## src/rtl/cal_alarm_pkg.sv

```systemverilog
package cal_alarm_pkg;
  localparam int DATA_W  = 32;
  localparam int ADDR_W  = 8;
  localparam int MODE_W  = 4;

  localparam logic [ADDR_W-1:0] OFS_CTRL   = 8'h00;
  localparam logic [ADDR_W-1:0] OFS_MODE   = 8'h04;
  localparam logic [ADDR_W-1:0] OFS_ALM_LO = 8'h0C;
  localparam logic [ADDR_W-1:0] OFS_ALM_HI = 8'h10;
  localparam logic [ADDR_W-1:0] OFS_MSK_LO = 8'h14;
  localparam logic [ADDR_W-1:0] OFS_MSK_HI = 8'h18;

  localparam int CB_ARM      = 2;
  localparam int CB_DISARM   = 3;
  localparam int CB_WAKE_CLR = 8;
  localparam int CB_WAKE_SET = 9;

  localparam int MB_WAKE_EN  = 1;
  localparam int MB_RST_CNT  = 2;
  localparam int MB_CONTINUE = 3;

  typedef struct packed {
    logic arm;
    logic disarm;
    logic wclr;
    logic wset;
  } cmd_t;

  function automatic logic masked_eq(input logic [DATA_W-1:0] live,
                                     input logic [DATA_W-1:0] alarm,
                                     input logic [DATA_W-1:0] mask);
    return ((live ^ alarm) & mask) == '0;
  endfunction
endpackage

```

## src/rtl/cal_alarm_regs.sv

```systemverilog
module cal_alarm_regs
  import cal_alarm_pkg::*;
(
  input  logic              clk,
  input  logic              rst_n,
  input  logic              wr_en_i,
  input  logic [ADDR_W-1:0] wr_addr_i,
  input  logic [DATA_W-1:0] wr_data_i,
  output logic [DATA_W-1:0] alm_lo_o,
  output logic [DATA_W-1:0] alm_hi_o,
  output logic [DATA_W-1:0] msk_lo_o,
  output logic [DATA_W-1:0] msk_hi_o,
  output logic [MODE_W-1:0] mode_o,
  output logic              armed_o,
  output cmd_t              cmd_o
);
  logic ctrl_wr;
  assign ctrl_wr = wr_en_i && (wr_addr_i == OFS_CTRL);

  always_comb begin
    cmd_o.arm    = ctrl_wr && wr_data_i[CB_ARM];
    cmd_o.disarm = ctrl_wr && wr_data_i[CB_DISARM];
    cmd_o.wclr   = ctrl_wr && wr_data_i[CB_WAKE_CLR];
    cmd_o.wset   = ctrl_wr && wr_data_i[CB_WAKE_SET];
  end

  always_ff @(posedge clk) begin
    if (!rst_n) begin
      alm_lo_o <= '0;
      alm_hi_o <= '0;
      msk_lo_o <= '0;
      msk_hi_o <= '0;
      mode_o   <= '0;
      armed_o  <= 1'b0;
    end else begin
      if (wr_en_i) begin
        case (wr_addr_i)
          OFS_MODE:   mode_o   <= wr_data_i[MODE_W-1:0];
          OFS_ALM_LO: alm_lo_o <= wr_data_i;
          OFS_ALM_HI: alm_hi_o <= wr_data_i;
          OFS_MSK_LO: msk_lo_o <= wr_data_i;
          OFS_MSK_HI: msk_hi_o <= wr_data_i;
          default: ;
        endcase
      end
      if (cmd_o.disarm)   armed_o <= 1'b0;
      else if (cmd_o.arm) armed_o <= 1'b1;
    end
  end

  // a disarm command always leaves the alarm disarmed
  p_disarm_wins_r6: assert property (@(posedge clk) disable iff (!rst_n)
    cmd_o.disarm |=> !armed_o);
endmodule

```

## src/rtl/cal_alarm_match.sv

```systemverilog
module cal_alarm_match
  import cal_alarm_pkg::*;
#(
  parameter int N_WORDS = 2
) (
  input  logic [N_WORDS-1:0][DATA_W-1:0] live_i,
  input  logic [N_WORDS-1:0][DATA_W-1:0] alarm_i,
  input  logic [N_WORDS-1:0][DATA_W-1:0] mask_i,
  output logic                           hit_o
);
  logic [N_WORDS-1:0] word_hit;

  for (genvar w = 0; w < N_WORDS; w++) begin : g_word
    assign word_hit[w] = masked_eq(live_i[w], alarm_i[w], mask_i[w]);

    // an all-zero mask word never blocks the match
    always_comb begin
      if (mask_i[w] == '0)
        p_zero_mask_r3: assert (word_hit[w]);
    end
  end

  assign hit_o = &word_hit;
endmodule

```

## src/rtl/cal_alarm_flag.sv

```systemverilog
module cal_alarm_flag
  import cal_alarm_pkg::*;
(
  input  logic              clk,
  input  logic              rst_n,
  input  logic              fire_i,
  input  cmd_t              cmd_i,
  input  logic [MODE_W-1:0] mode_i,
  output logic              irq_o,
  output logic              cnt_clear_o,
  output logic              cnt_hold_o
);
  logic clr_evt;
  assign clr_evt = cmd_i.disarm || cmd_i.wclr;

  always_ff @(posedge clk) begin
    if (!rst_n) begin
      irq_o       <= 1'b0;
      cnt_clear_o <= 1'b0;
    end else begin
      if (clr_evt)                    irq_o <= 1'b0;
      else if (fire_i || cmd_i.wset)  irq_o <= 1'b1;
      cnt_clear_o <= fire_i && !clr_evt && mode_i[MB_RST_CNT];
    end
  end

  assign cnt_hold_o = irq_o && !mode_i[MB_CONTINUE];

  // a clear command always leaves the flag low
  p_clear_wins_r12: assert property (@(posedge clk) disable iff (!rst_n)
    clr_evt |=> !irq_o);
  // the level holds while no clear command arrives
  p_level_hold_r8: assert property (@(posedge clk) disable iff (!rst_n)
    (irq_o && !clr_evt) |=> irq_o);
  // no fire and no set command means no rise
  p_no_src_no_rise_r5: assert property (@(posedge clk) disable iff (!rst_n)
    (!irq_o && !fire_i && !cmd_i.wset) |=> !irq_o);
  // counter-clear pulse only with the flag, one cycle wide without a new fire
  p_pulse_with_irq_r10: assert property (@(posedge clk) disable iff (!rst_n)
    cnt_clear_o |-> irq_o);
  p_pulse_one_r10: assert property (@(posedge clk) disable iff (!rst_n)
    (cnt_clear_o && !fire_i) |=> !cnt_clear_o);
  // hold only with a pending flag
  p_hold_needs_irq_r11: assert property (@(posedge clk) disable iff (!rst_n)
    cnt_hold_o |-> irq_o);
endmodule

```

## src/rtl/cal_alarm_unit.sv

```systemverilog
module cal_alarm_unit
  import cal_alarm_pkg::*;
(
  input  logic              clk,
  input  logic              rst_n,
  input  logic              tick_i,
  input  logic [DATA_W-1:0] now_lo_i,
  input  logic [DATA_W-1:0] now_hi_i,
  input  logic              wr_en_i,
  input  logic [ADDR_W-1:0] wr_addr_i,
  input  logic [DATA_W-1:0] wr_data_i,
  output logic              irq_o,
  output logic              cnt_clear_o,
  output logic              cnt_hold_o
);
  logic [DATA_W-1:0] alm_lo, alm_hi, msk_lo, msk_hi;
  logic [MODE_W-1:0] mode;
  logic              armed;
  cmd_t              cmd;
  logic              hit;
  logic              fire;

  cal_alarm_regs u_regs (
    .clk(clk), .rst_n(rst_n),
    .wr_en_i(wr_en_i), .wr_addr_i(wr_addr_i), .wr_data_i(wr_data_i),
    .alm_lo_o(alm_lo), .alm_hi_o(alm_hi), .msk_lo_o(msk_lo), .msk_hi_o(msk_hi),
    .mode_o(mode), .armed_o(armed), .cmd_o(cmd)
  );

  cal_alarm_match #(.N_WORDS(2)) u_match (
    .live_i({now_hi_i, now_lo_i}),
    .alarm_i({alm_hi, alm_lo}),
    .mask_i({msk_hi, msk_lo}),
    .hit_o(hit)
  );

  assign fire = tick_i && armed && mode[MB_WAKE_EN] && hit;

  cal_alarm_flag u_flag (
    .clk(clk), .rst_n(rst_n), .fire_i(fire), .cmd_i(cmd), .mode_i(mode),
    .irq_o(irq_o), .cnt_clear_o(cnt_clear_o), .cnt_hold_o(cnt_hold_o)
  );

  // a rise comes from an armed, wake-enabled tick or a set command
  p_rise_source_r6: assert property (@(posedge clk) disable iff (!rst_n)
    $rose(irq_o) |-> ($past(armed) && $past(mode[MB_WAKE_EN]) && $past(tick_i))
                     || $past(cmd.wset));
endmodule

```

## config.mk

```make
export PLATFORM = sky130hd
export DESIGN_NAME = cal_alarm_unit
export DESIGN_NICKNAME = d
export VERILOG_FILES = /design/src/rtl/cal_alarm_pkg.sv /design/src/rtl/cal_alarm_regs.sv /design/src/rtl/cal_alarm_match.sv /design/src/rtl/cal_alarm_flag.sv /design/src/rtl/cal_alarm_unit.sv
export SDC_FILE = /design/constraint.sdc
export NUM_CORES = 1
export LEC_CHECK = 0
export BUFFER_PORTS_ARGS = -buffer_cell sky130_fd_sc_hd__buf_2
export CAP_MARGIN = 20
export CORE_MARGIN = 2
export CORE_UTILIZATION = 56
export CTS_CLUSTER_DIAMETER = 80
export CTS_CLUSTER_SIZE = 30
export DETAILED_ROUTE_END_ITERATION = 7
export PLACE_DENSITY = 0.9
export SETUP_SLACK_MARGIN = 0.2
export SLEW_MARGIN = 10
export SYNTH_ARGS = -nofsm -noshare
export SYNTH_HDL_FRONTEND = slang
export SYNTH_SLANG_ARGS = --single-unit
```

## constraint.sdc

```tcl
create_clock -name clk -period 2.4 [get_ports clk]
set_input_delay 0.24 -clock clk [delete_from_list [all_inputs] [get_ports clk]]
set_output_delay 0.24 -clock clk [all_outputs]
set_load 0.02 [all_outputs]
```

== Word level (Yosys, flattened, before mapping) ==
Index checks and enable logic that the tools add are counted.
Widths: inputs -> output; s select.

* Bitwise logic cells: 5
* $add $sub $neg: 0
* Shift operators: 0
* Multiply operators: 0
* Order comparisons: 0
* Reductions and logical operators: 26
* Div/mod/pow operators: 0
* Muxes and demuxes: 0
* Equality and inequality tests: 5

{| class="wikitable"
|+ Operators with widths
! cell !! count
|-
| $and 32x32->32 || 2
|-
| $logic_not 32->1 || 2
|-
| $xor 32x32->32 || 2
|-
| $eq 8x5->1 const B || 3
|-
| $reduce_and 2->1 || 6
|-
| $logic_and 1x1->1 || 11
|-
| $eq 8x3->1 const B || 1
|-
| $eq 8x4->1 const B || 1
|-
| $logic_not 8->1 || 1
|-
| $reduce_or 2->1 || 2
|-
| $logic_not 1->1 || 2
|-
| $logic_or 1x1->1 || 2
|-
| $not 1->1 || 1
|}

* Logic and storage cells: 44
* Memories: 0
* Flip-flop bits (word level): 135
* Bits in read-only memories: 0
* Input bits: 108
* Bits in writable memories: 0
* Latch bits: 0
* Output and inout port bits: 3

== Logic depth before layout (Yosys ltp) ==
Gate-level depths: netlist (run 1).

* Depth after elaboration: 7
* Depth in mapped cells: 7
* Gate-level depth less buffers: 5

== Modules after synthesis ==
Synthesis (run 1) repeated with hierarchy kept, for this count alone.

* Cell total of the unflattened synthesis: 593
* Area total of the unflattened synthesis: 5,899.4 um2

{| class="wikitable"
|+ Modules (own cells, without submodules)
! module !! instances !! cells each !! sequential area each (um2) !! area an instance (um2)
|-
| cal_alarm_regs || 1 || 481 || 2,662.6 || 4,929.7
|-
| cal_alarm_match || 1 || 105 || 0.0 || 885.8
|-
| cal_alarm_flag || 1 || 6 || 40.0 || 75.1
|-
| cal_alarm_unit || 1 || 1 || 0.0 || 8.8
|}

== Least setup slack after synthesis (run 1) ==
Ideal clock, no wire load.

* Kind: input to register
* Start point: input port wr_addr_i[5]
* End point: register u_regs.alm_hi_o[10]
* Setup slack: 0.581 ns
* Data required time: 2.284 ns
* Setup time: 0.116 ns
* Stages: 7
* Path buffers: 2
* Arrival time: 1.703 ns
* Cell sequence: or4b_4 > nor3_4 > and4bb_1 > buf_6 > buf_12 > mux2i_1 > nor2b_1

* Word-level cells in the longest chain between the ends: 2

{| class="wikitable"
|+ Ends and longest elaborated chain
! what !! line !! RTL
|-
| from (decl) || cal_alarm_unit.sv:10 || <nowiki>input logic [ADDR_W-1:0] wr_addr_i,</nowiki>
|-
| $eq 8x5->1 || cal_alarm_regs.sv:37 || <nowiki>case (wr_addr_i)</nowiki>
|-
| $reduce_and 2->1 (no source line) || -- ||
|-
| to (signal assigned) || cal_alarm_regs.sv:40 || <nowiki>OFS_ALM_HI: alm_hi_o <= wr_data_i;</nowiki>
|-
| to (decl) || cal_alarm_regs.sv:10 || <nowiki>output logic [DATA_W-1:0] alm_hi_o,</nowiki>
|}

Every way passes these cells.
A chain may end at the register's enable or synchronous reset.

== Worst setup path in the final report (run 1) ==
* Start point: register u_regs.alm_lo_o[17]
* End point: register u_flag.cnt_clear_o

* Word-level cells in the longest chain between the ends: 7

{| class="wikitable"
|+ Ends and longest elaborated chain
! what !! line !! RTL
|-
| from (decl) || cal_alarm_regs.sv:9 || <nowiki>output logic [DATA_W-1:0] alm_lo_o,</nowiki>
|-
| from (signal assigned) || cal_alarm_regs.sv:39 || <nowiki>OFS_ALM_LO: alm_lo_o <= wr_data_i;</nowiki>
|-
| $xor 32x32->32 || cal_alarm_pkg.sv:32 || <nowiki>return ((live ^ alarm) & mask) == '0;</nowiki>
|-
| $and 32x32->32 || cal_alarm_pkg.sv:32 ||
|-
| $logic_not 32->1 || cal_alarm_pkg.sv:32 ||
|-
| $reduce_and 2->1 || cal_alarm_match.sv:23 || <nowiki>assign hit_o = &word_hit;</nowiki>
|-
| $logic_and 1x1->1 || cal_alarm_unit.sv:37 || <nowiki>assign fire = tick_i && armed && mode[MB_WAKE_EN] && hit;</nowiki>
|-
| $logic_and 1x1->1 (2 in a row) || cal_alarm_flag.sv:23 || <nowiki>cnt_clear_o <= fire_i && !clr_evt && mode_i[MB_RST_CNT];</nowiki>
|-
| to (signal assigned) || cal_alarm_flag.sv:23 ||
|-
| to (decl) || cal_alarm_flag.sv:10 || <nowiki>output logic cnt_clear_o,</nowiki>
|}

Every way passes these cells.

==> results of run 1 <==
cell families (layout without fill, tap and decap cells):
group	count (synthesis)	in the layout	synth area share (%)
DFF	134	134	44.6
xor gates and xnor gates	64	64	9.33
AOI/OAI and AO/OA	132	132	16.4
and+or+nand+nor	259	259	19.7
buffers and inverters	40	167	4.06
muxes	35	35	5.83
through the flow:
step | cell area [um^2] | hold slack, ns | power (W) | util, %
after global placement | 6600 | 0.430 | 0.00253 | 63.6
after detailed placement | 6600 | 0.445 | 0.00253 | 63.6
after floorplan | 6010 | 0.375 | 0.00237 | -
after CTS | 7350 | 0.00121 | 0.00507 | 70.8
after global routing | 7350 | 0.0129 | 0.00520 | 70.8
final | 7350 | 0.0146 | 0.00506 | 70.8
power by group:
part           leakage [nW]  switching, W  internal (W)  total [W]
registers              1.08    0.00000176       0.00223    0.00223
logic                  1.45      0.000141      0.000142   0.000283
clock network         0.280      0.000934       0.00161    0.00255
worst reg2reg max path, stage by stage, from the launching register on:
cell and delay, ns:
dfxtp_1 0.33, xor2_1 0.16, a22oi_1 0.38, nand4_1 0.13
or4b_2 0.67, nor4_1 0.23
cells in the final DEF, fill, tap and decap left out, types with 16 or more instances in the layout:
cell type / synthesis / routed
buf_2: 3 / 110
dfxtp_1: 134 / 134
xor2_1: 64 / 64
dlygate4sd3_1: 0 / 16
mux2i_1: 35 / 35
nor2b_1: 36 / 36
clkbuf_16: 0 / 16
a21boi_1: 18 / 18
nand2_1: 194 / 194
a22oi_1: 30 / 30
a21boi_0: 78 / 78
flip-flops by register name (all words and copies together) (netlist names):
name	flops
u_regs.alm_lo_o	32
u_regs.msk_lo_o	32
u_regs.mode_o	3
u_flag.cnt_clear_o	1
u_regs.msk_hi_o	32
u_regs.alm_hi_o	32
u_flag.irq_o	1
u_regs.armed_o	1
per-layer routing:
metal | GRT usage [%] | vias up
met5 | 0 | -
met4 | 13.2 | 0
met3 | 8.17 | 43
met2 | 49.0 | 224
met1 | 34.6 | 2470
li1 | - | 2450
worst paths after layout:
check,slack [ns],startpoint,depth (start not counted),to
max,0.40,u_regs.alm_lo_o[17],5,u_flag.cnt_clear_o
min,0.01,wr_data_i[22],3,u_regs.alm_lo_o[22]
max reg2reg,0.40,u_regs.alm_lo_o[17],5,u_flag.cnt_clear_o
min reg2reg,0.45,u_regs.mode_o[2],2,u_flag.cnt_clear_o
area by class of cell:
type	count	area, um^2	share of cell area (%)
Clock buffer	25	494	6.73
Clock inverter	7	92.6	1.26
Inverter	1	3.75	0.0511
Multi-Input combinational cell	490	3080	42.0
Sequential cell	134	2680	36.5
Tap cell	136	170	2.32
Timing Repair Buffer	134	821	11.2
==> metrics.md, run 1 <==
| Metric | Value |
|---|---|
| Status | `completed` |
| Worst-Margin Slew | `1.01 ns` |
| Post-CTS setup buffers | `0` |
| Max-Cap Viols | `0` |
| Highest metal used | `met4` |
| Worst-Skew Late Latency | `0.52 ns` |
| Setup WS pre-CTS | `0.283 ns` |
| Setup-failing EPs final | `0` |
| Final std cells w/o fill | `927` |
| Met2 wire len | `7.95 mm` |
| Async set or reset register ratio after synthesis | `0%` |
| Routed Antenna Nets | `0` |
| Total negative slack | `0 ns` |
| H-Tree Depth | `4` |
| Final Cycle Share | `83.3%` |
| Crit path max-delay family | `simple AND/OR/NAND/NOR gates` |
| Gp weighted congestion | `0.839` |
| Worst hold path type | `primary input to flip-flop` |
| Crit Path Class | `flip-flop to flip-flop` |
| Slowest-stage cell, CP | `or4b_2` |
| DR vias/cell | `5.60` |
| Critical Path RT | `2.83 ns` |
| Synth Register Bits | `134` |
| Final clock skew | `0.00741 ns` |
| Initial Util | `58.0%` |
| Port bufs | `110` |
| Predominant post-synthesis flop cell | `dfxtp_1` |
| Tmin final | `2.00 ns` |
| Share of post-route cells with drive strength above 1 | `19.6%` |
| Full die area | `11600 um^2` |
| Synthesized Nets | `772` |
| Post-synth EDFFs | `0` |
| Total GRT Usage | `29.2%` |
| CTS root buffer | `clkbuf_8` |
| Rows | `37` |
| Layout fillers | `738` |
| Synthesized area per cell | `9.05 um^2` |
| Synth area leader | `dfxtp_1` |
| WL/cell | `17.5 um` |
| Post-synth top area share | `44.6%` |
| DRC | `0` |
| Layout Nets | `886` |
| Crit. End Element | `flip-flop` |
| Yosys warns | `0` |
| Post-synth cell types | `31` |
| Cells after synthesis | `664` |
| Post-CTS resize count | `0` |
| Post-Route WL | `16.2 mm` |
| Post-Syn Area | `6010 um^2` |
| First-pass GRT wire length | `25.8 mm` |
| Max Clk Rate | `0.500 GHz` |
| Die Ht | `108 um` |
| Crit path largest cell delay | `0.67 ns` |
| Area Growth Syn to Fin | `22.3%` |
| Sink Count | `134` |
| CTS Buf Count | `17` |
| Clock buffer depth | `2` |
| Synth top area cells | `dfxtp_1 (45%), nand2_1 (12%), a21boi_0 (9.7%)` |
| Peak VDD IR | `0.485 mV` |
| Placed Cells incl. Taps | `879` |
| Data arrival time of the critical path | `2.43 ns` |
| Drt first pass iters | `5` |
| # diodes | `0` |
| Number of global-route vias before repair | `5299` |
| Met3 Wirelength | `1.29 mm` |
| Total number of vias | `5187` |
| Final worst-path setup slack | `0.401 ns` |
| Slew margin rel. | `32.3%` |
| Most common library cells after synthesis | `nand2_1 (194), dfxtp_1 (134), a21boi_0 (78)` |
| Initial DRC count | `426` |
| CP Max Fanout | `2` |
| Detailed Place HPWL | `10.3 mm` |
| Largest net degree at the start of global routing | `133` |
| Register area share after synthesis | `44.6%` |
| Leak | `2.81 nW` |
| CTS tree | `built` |
| RSZ-0062 raised after global routing | `no` |
| Crit-path cells | `xor2_1 -> a22oi_1 -> nand4_1 -> or4b_2 -> nor4_1` |
| Core Footprint | `10400 um^2` |
| Pwr/cell area | `689 nW/um^2` |
| Chip width | `108 um` |
| Hold_buf cts | `16` |
| Top-Level Pins | `111` |
| M1 wire length | `6.52 mm` |
| Count of final hold-check violations | `0` |
| Startpoint types | `flip-flop` |
| Buf/Inv on CP | `0` |
| Most frequent cell after synthesis | `nand2_1` |
| Max-slew violation count | `0` |
| Initial antenna violation count | `0` |
| Clk pin slew, worst setup/hold paths | `0.06 ns` |
| Total gr overflow | `0` |
Note: power is estimated with default switching activity, not from simulation.
==> run 2, diff against run 1 <==
- CORE_UTILIZATION: 56 -> 50
- PLACE_DENSITY: 0.9 -> 0.86
- clock period: 2.4 -> 1.8 ns (I/O delays scaled with it)
==> run 2 against run 1 <==
  * Die area increased by 12%
  * Clock power grew 41%
  * Core utilization decreased by 8.1 points
  * Via count shrank 1.7%
  * Combinational power is 31% higher
  * Count of clock-buffer cells in the layout decreased by 4
  * Sequential share of layout area is 0.39 points lower
  * Fmax up 18%
  * Sequential power is 33% higher
  * Cell area rose by 1.2%
  * Worst setup slack got worse by 0.30 ns
  * Worst hold slack improved by 0.012 ns
==> metrics.md, run 2 (synthesized netlist as in run 1, its figures left out) <==
| Metric | Value |
|---|---|
| Status | `completed (unchanged)` |
| Layout Nets | `879 (was 886)` |
| Crit Path Class | `flip-flop to flip-flop (unchanged)` |
| CTS root buffer | `clkbuf_16 (was clkbuf_8)` |
| Port bufs | `110 (unchanged)` |
| Final Total Pwr | `0.00694 W (was 0.00506 W)` |
| Total number of vias | `5100 (was 5187)` |
| Total GRT Usage | `24.9% (was 29.2%)` |
| Startpoint types | `flip-flop (unchanged)` |
| Top-Level Pins | `111 (unchanged)` |
| Full die area | `12900 um^2 (was 11600 um^2)` |
| H-Tree Depth | `4 (unchanged)` |
| Worst-Skew Late Latency | `0.42 ns (was 0.52 ns)` |
| Area of the multi-input gates | `3150 um^2 (was 3080 um^2)` |
| Clk pin slew, worst setup/hold paths | `0.06 ns (about the same)` |
| Worst-Margin Slew | `0.468 ns (was 1.01 ns)` |
| Initial DRC count | `475 (was 426)` |
| Chip width | `114 um (was 108 um)` |
| Placed inst area | `6730 um^2 (was 6600 um^2)` |
| Design area | `7440 um^2 (was 7350 um^2)` |
| Slew margin rel. | `68.8% (was 32.3%)` |
| Slowest-stage cell, CP | `or4b_4 (was or4b_2)` |
| Die Ht | `114 um (was 108 um)` |
| CTS tree | `built (unchanged)` |
| Net Sw Frac | `21.7% (was 21.3%)` |
| Leak | `2.88 nW (was 2.81 nW)` |
| Rows | `40 (was 37)` |
| Max-Cap Viols | `0 (unchanged)` |
| Area Growth Syn to Fin | `23.8% (was 22.3%)` |
| Drt first pass iters | `5 (unchanged)` |
| Most common cell after layout, fill and taps aside | `nand2_1 (unchanged)` |
| Post-Route WL | `16.1 mm (was 16.2 mm)` |
| Clock buffer depth | `2 (unchanged)` |
| Clock network fraction of total power | `51.9% (was 50.4%)` |
| Critical Path RT | `2.14 ns (was 2.83 ns)` |
| Sink Count | `134 (unchanged)` |
| Most frequent cells in the layout | `nand2_1 (194), dfxtp_1 (131), buf_2 (110), a21boi_1 (89), xor2_1 (63) (was nand2_1 (194), dfxtp_1 (134), buf_2 (110), a21boi_0 (78), xor2_1 (64))` |
| Register area | `2690 um^2 (was 2680 um^2)` |
| Final hold slack | `0.0271 ns (was 0.0146 ns)` |
| Max-slew violation count | `0 (unchanged)` |
| Setup-failing EPs final | `0 (unchanged)` |
| Count of final hold-check violations | `0 (unchanged)` |
| Number of global-route vias before repair | `4839 (was 5299)` |
| Core Footprint | `11900 um^2 (was 10400 um^2)` |
| Crit. End Element | `flip-flop (unchanged)` |
| Peak VDD IR | `0.606 mV (was 0.485 mV)` |
| Detailed Place HPWL | `10.5 mm (was 10.3 mm)` |
| DRC | `0 (unchanged)` |
| Data arrival time of the critical path | `2.04 ns (was 2.43 ns)` |
| Share of post-route cells with drive strength above 1 | `23.0% (was 19.6%)` |
| # diodes | `0 (unchanged)` |
| Final Cycle Share | `94.2% (was 83.3%)` |
| Final clock skew | `0.00736 ns (was 0.00741 ns)` |
| Gp weighted congestion | `0.843 (was 0.839)` |
| Crit path largest cell delay | `0.57 ns (was 0.67 ns)` |
| Initial antenna violation count | `0 (unchanged)` |
| Largest net degree at the start of global routing | `133 (unchanged)` |
| RSZ-0062 raised after global routing | `yes (was no)` |
| Pwr/cell area | `933 nW/um^2 (was 689 nW/um^2)` |
| Tmin final | `1.69 ns (was 2.00 ns)` |
| Worst hold path type | `primary input to flip-flop (unchanged)` |
| Routed Antenna Nets | `0 (unchanged)` |
| DR vias/cell | `5.48 (was 5.60)` |
| Crit-path cells | `xor2_2 -> a22oi_2 -> nand4_1 -> or4b_4 -> o31ai_2 (was xor2_1 -> a22oi_1 -> nand4_1 -> or4b_2 -> nor4_1)` |
| Internal power | `0.00543 W (was 0.00398 W)` |
| WL/cell | `17.3 um (was 17.5 um)` |
| CP Max Fanout | `2 (unchanged)` |
| CTS Buf Count | `17 (unchanged)` |
| Placed Cells incl. Taps | `898 (was 879)` |
| Final std cells w/o fill | `931 (was 927)` |
| Crit path max-delay family | `simple AND/OR/NAND/NOR gates (unchanged)` |
| Layout fillers | `942 (was 738)` |
| First-pass GRT wire length | `24.8 mm (was 25.8 mm)` |
| Buf/Inv on CP | `0 (unchanged)` |
| Seq pwr share | `42.8% (was 44.1%)` |
| FF-to-FF setup slack | `0.11 ns (was 0.40 ns)` |
| Logic pwr share | `5.3% (was 5.6%)` |
| Hold_buf cts | `0 (was 16)` |
| Max Clk Rate | `0.590 GHz (was 0.500 GHz)` |
| Reported net switching power | `0.00151 W (was 0.00108 W)` |
| Total gr overflow | `0 (unchanged)` |
| Initial Util | `50.7% (was 58.0%)` |
-- run 2: changes by cell type in the layout (fill, tap and decap cells not counted), sizes merged --
cell	before	now
buf	118	126
bufinv	2	3
clkbuf	25	22
clkinv	2	5
dlygate4sd3	16	0
-- run 2: repair_timing --
action / CTS / global route
buffers inserted: 0 / 0
endpoints found under the hold margin: 0 / 0
gates resized for setup: 3 / 12
pin swaps: 6 / 12
setup endpoints to repair: 2 / 4
gates cloned: 0 / 1
-- run 2: power by group through the flow --
| stage | registers [W] | logic, W | clock network [W] |
|---|---|---|---|
| after global routing | 0.00297 | 0.000393 | 0.00374 |
| final | 0.00297 | 0.000370 | 0.00360 |
| after floorplan | 0.00304 | 0.000134 | 0 |
| after detailed placement | 0.00304 | 0.000355 | 0 |
| after CTS | 0.00297 | 0.000359 | 0.00361 |
| after global placement | 0.00304 | 0.000354 | 0 |
-- run 2: area by class of cell --
type / instances / share of cell area [%]
Multi-Input combinational cell: 490 / 42.3
Sequential cell: 134 / 36.1
Timing Repair Buffer: 127 / 10.7
Clock buffer: 21 / 6.33
Tap cell: 147 / 2.47
Clock inverter: 11 / 2.00
Inverter: 1 / 0.0505
-- run 2: metrics by stage --
| stage | utilization, % | worst slack [ns] | TNS (ns) |
|---|---|---|---|
| 5_1_grt | 62.7 | 0.0600 | 0 |
| 3_3_place_gp | 56.7 | -0.0686 | -3.04 |
| 4_1_cts | 62.1 | 0.0697 | 0 |
| 3_5_place_dp | 56.7 | -0.130 | -6.89 |
| 2_1_floorplan | - | 0.0421 | 0 |
| 6_report | 62.7 | 0.105 | 0 |
-- run 2: worst paths after layout --
kind                           start             endpoint  cells past startpoint
setup / recovery  u_regs.alm_lo_o[3]         u_flag.irq_o                      5
hold / removal         wr_data_i[16]  u_regs.msk_lo_o[16]                      3
setup reg to reg  u_regs.alm_lo_o[3]         u_flag.irq_o                      5
hold reg to reg     u_regs.mode_o[2]   u_flag.cnt_clear_o                      2
-- run 2: layer usage --
| layer | vias up | global-route usage (%) | part of all wire [%] |
|---|---|---|---|
| met3 | 34 | 5.69 | 6.4 |
| li1 | 2437 | - | - |
| met1 | 2444 | 31.6 | 43 |
| met4 | 0 | 9.27 | 2.6 |
| met5 | - | 0 | 0 |
| met2 | 185 | 41.6 | 48 |
-- run 2: worst register-to-register path, stage by stage (launching register included) --
cell     delay (ns)
dfxtp_2        0.33
xor2_2         0.19
a22oi_2        0.23
nand4_1        0.13
or4b_4         0.57
o31ai_2        0.18
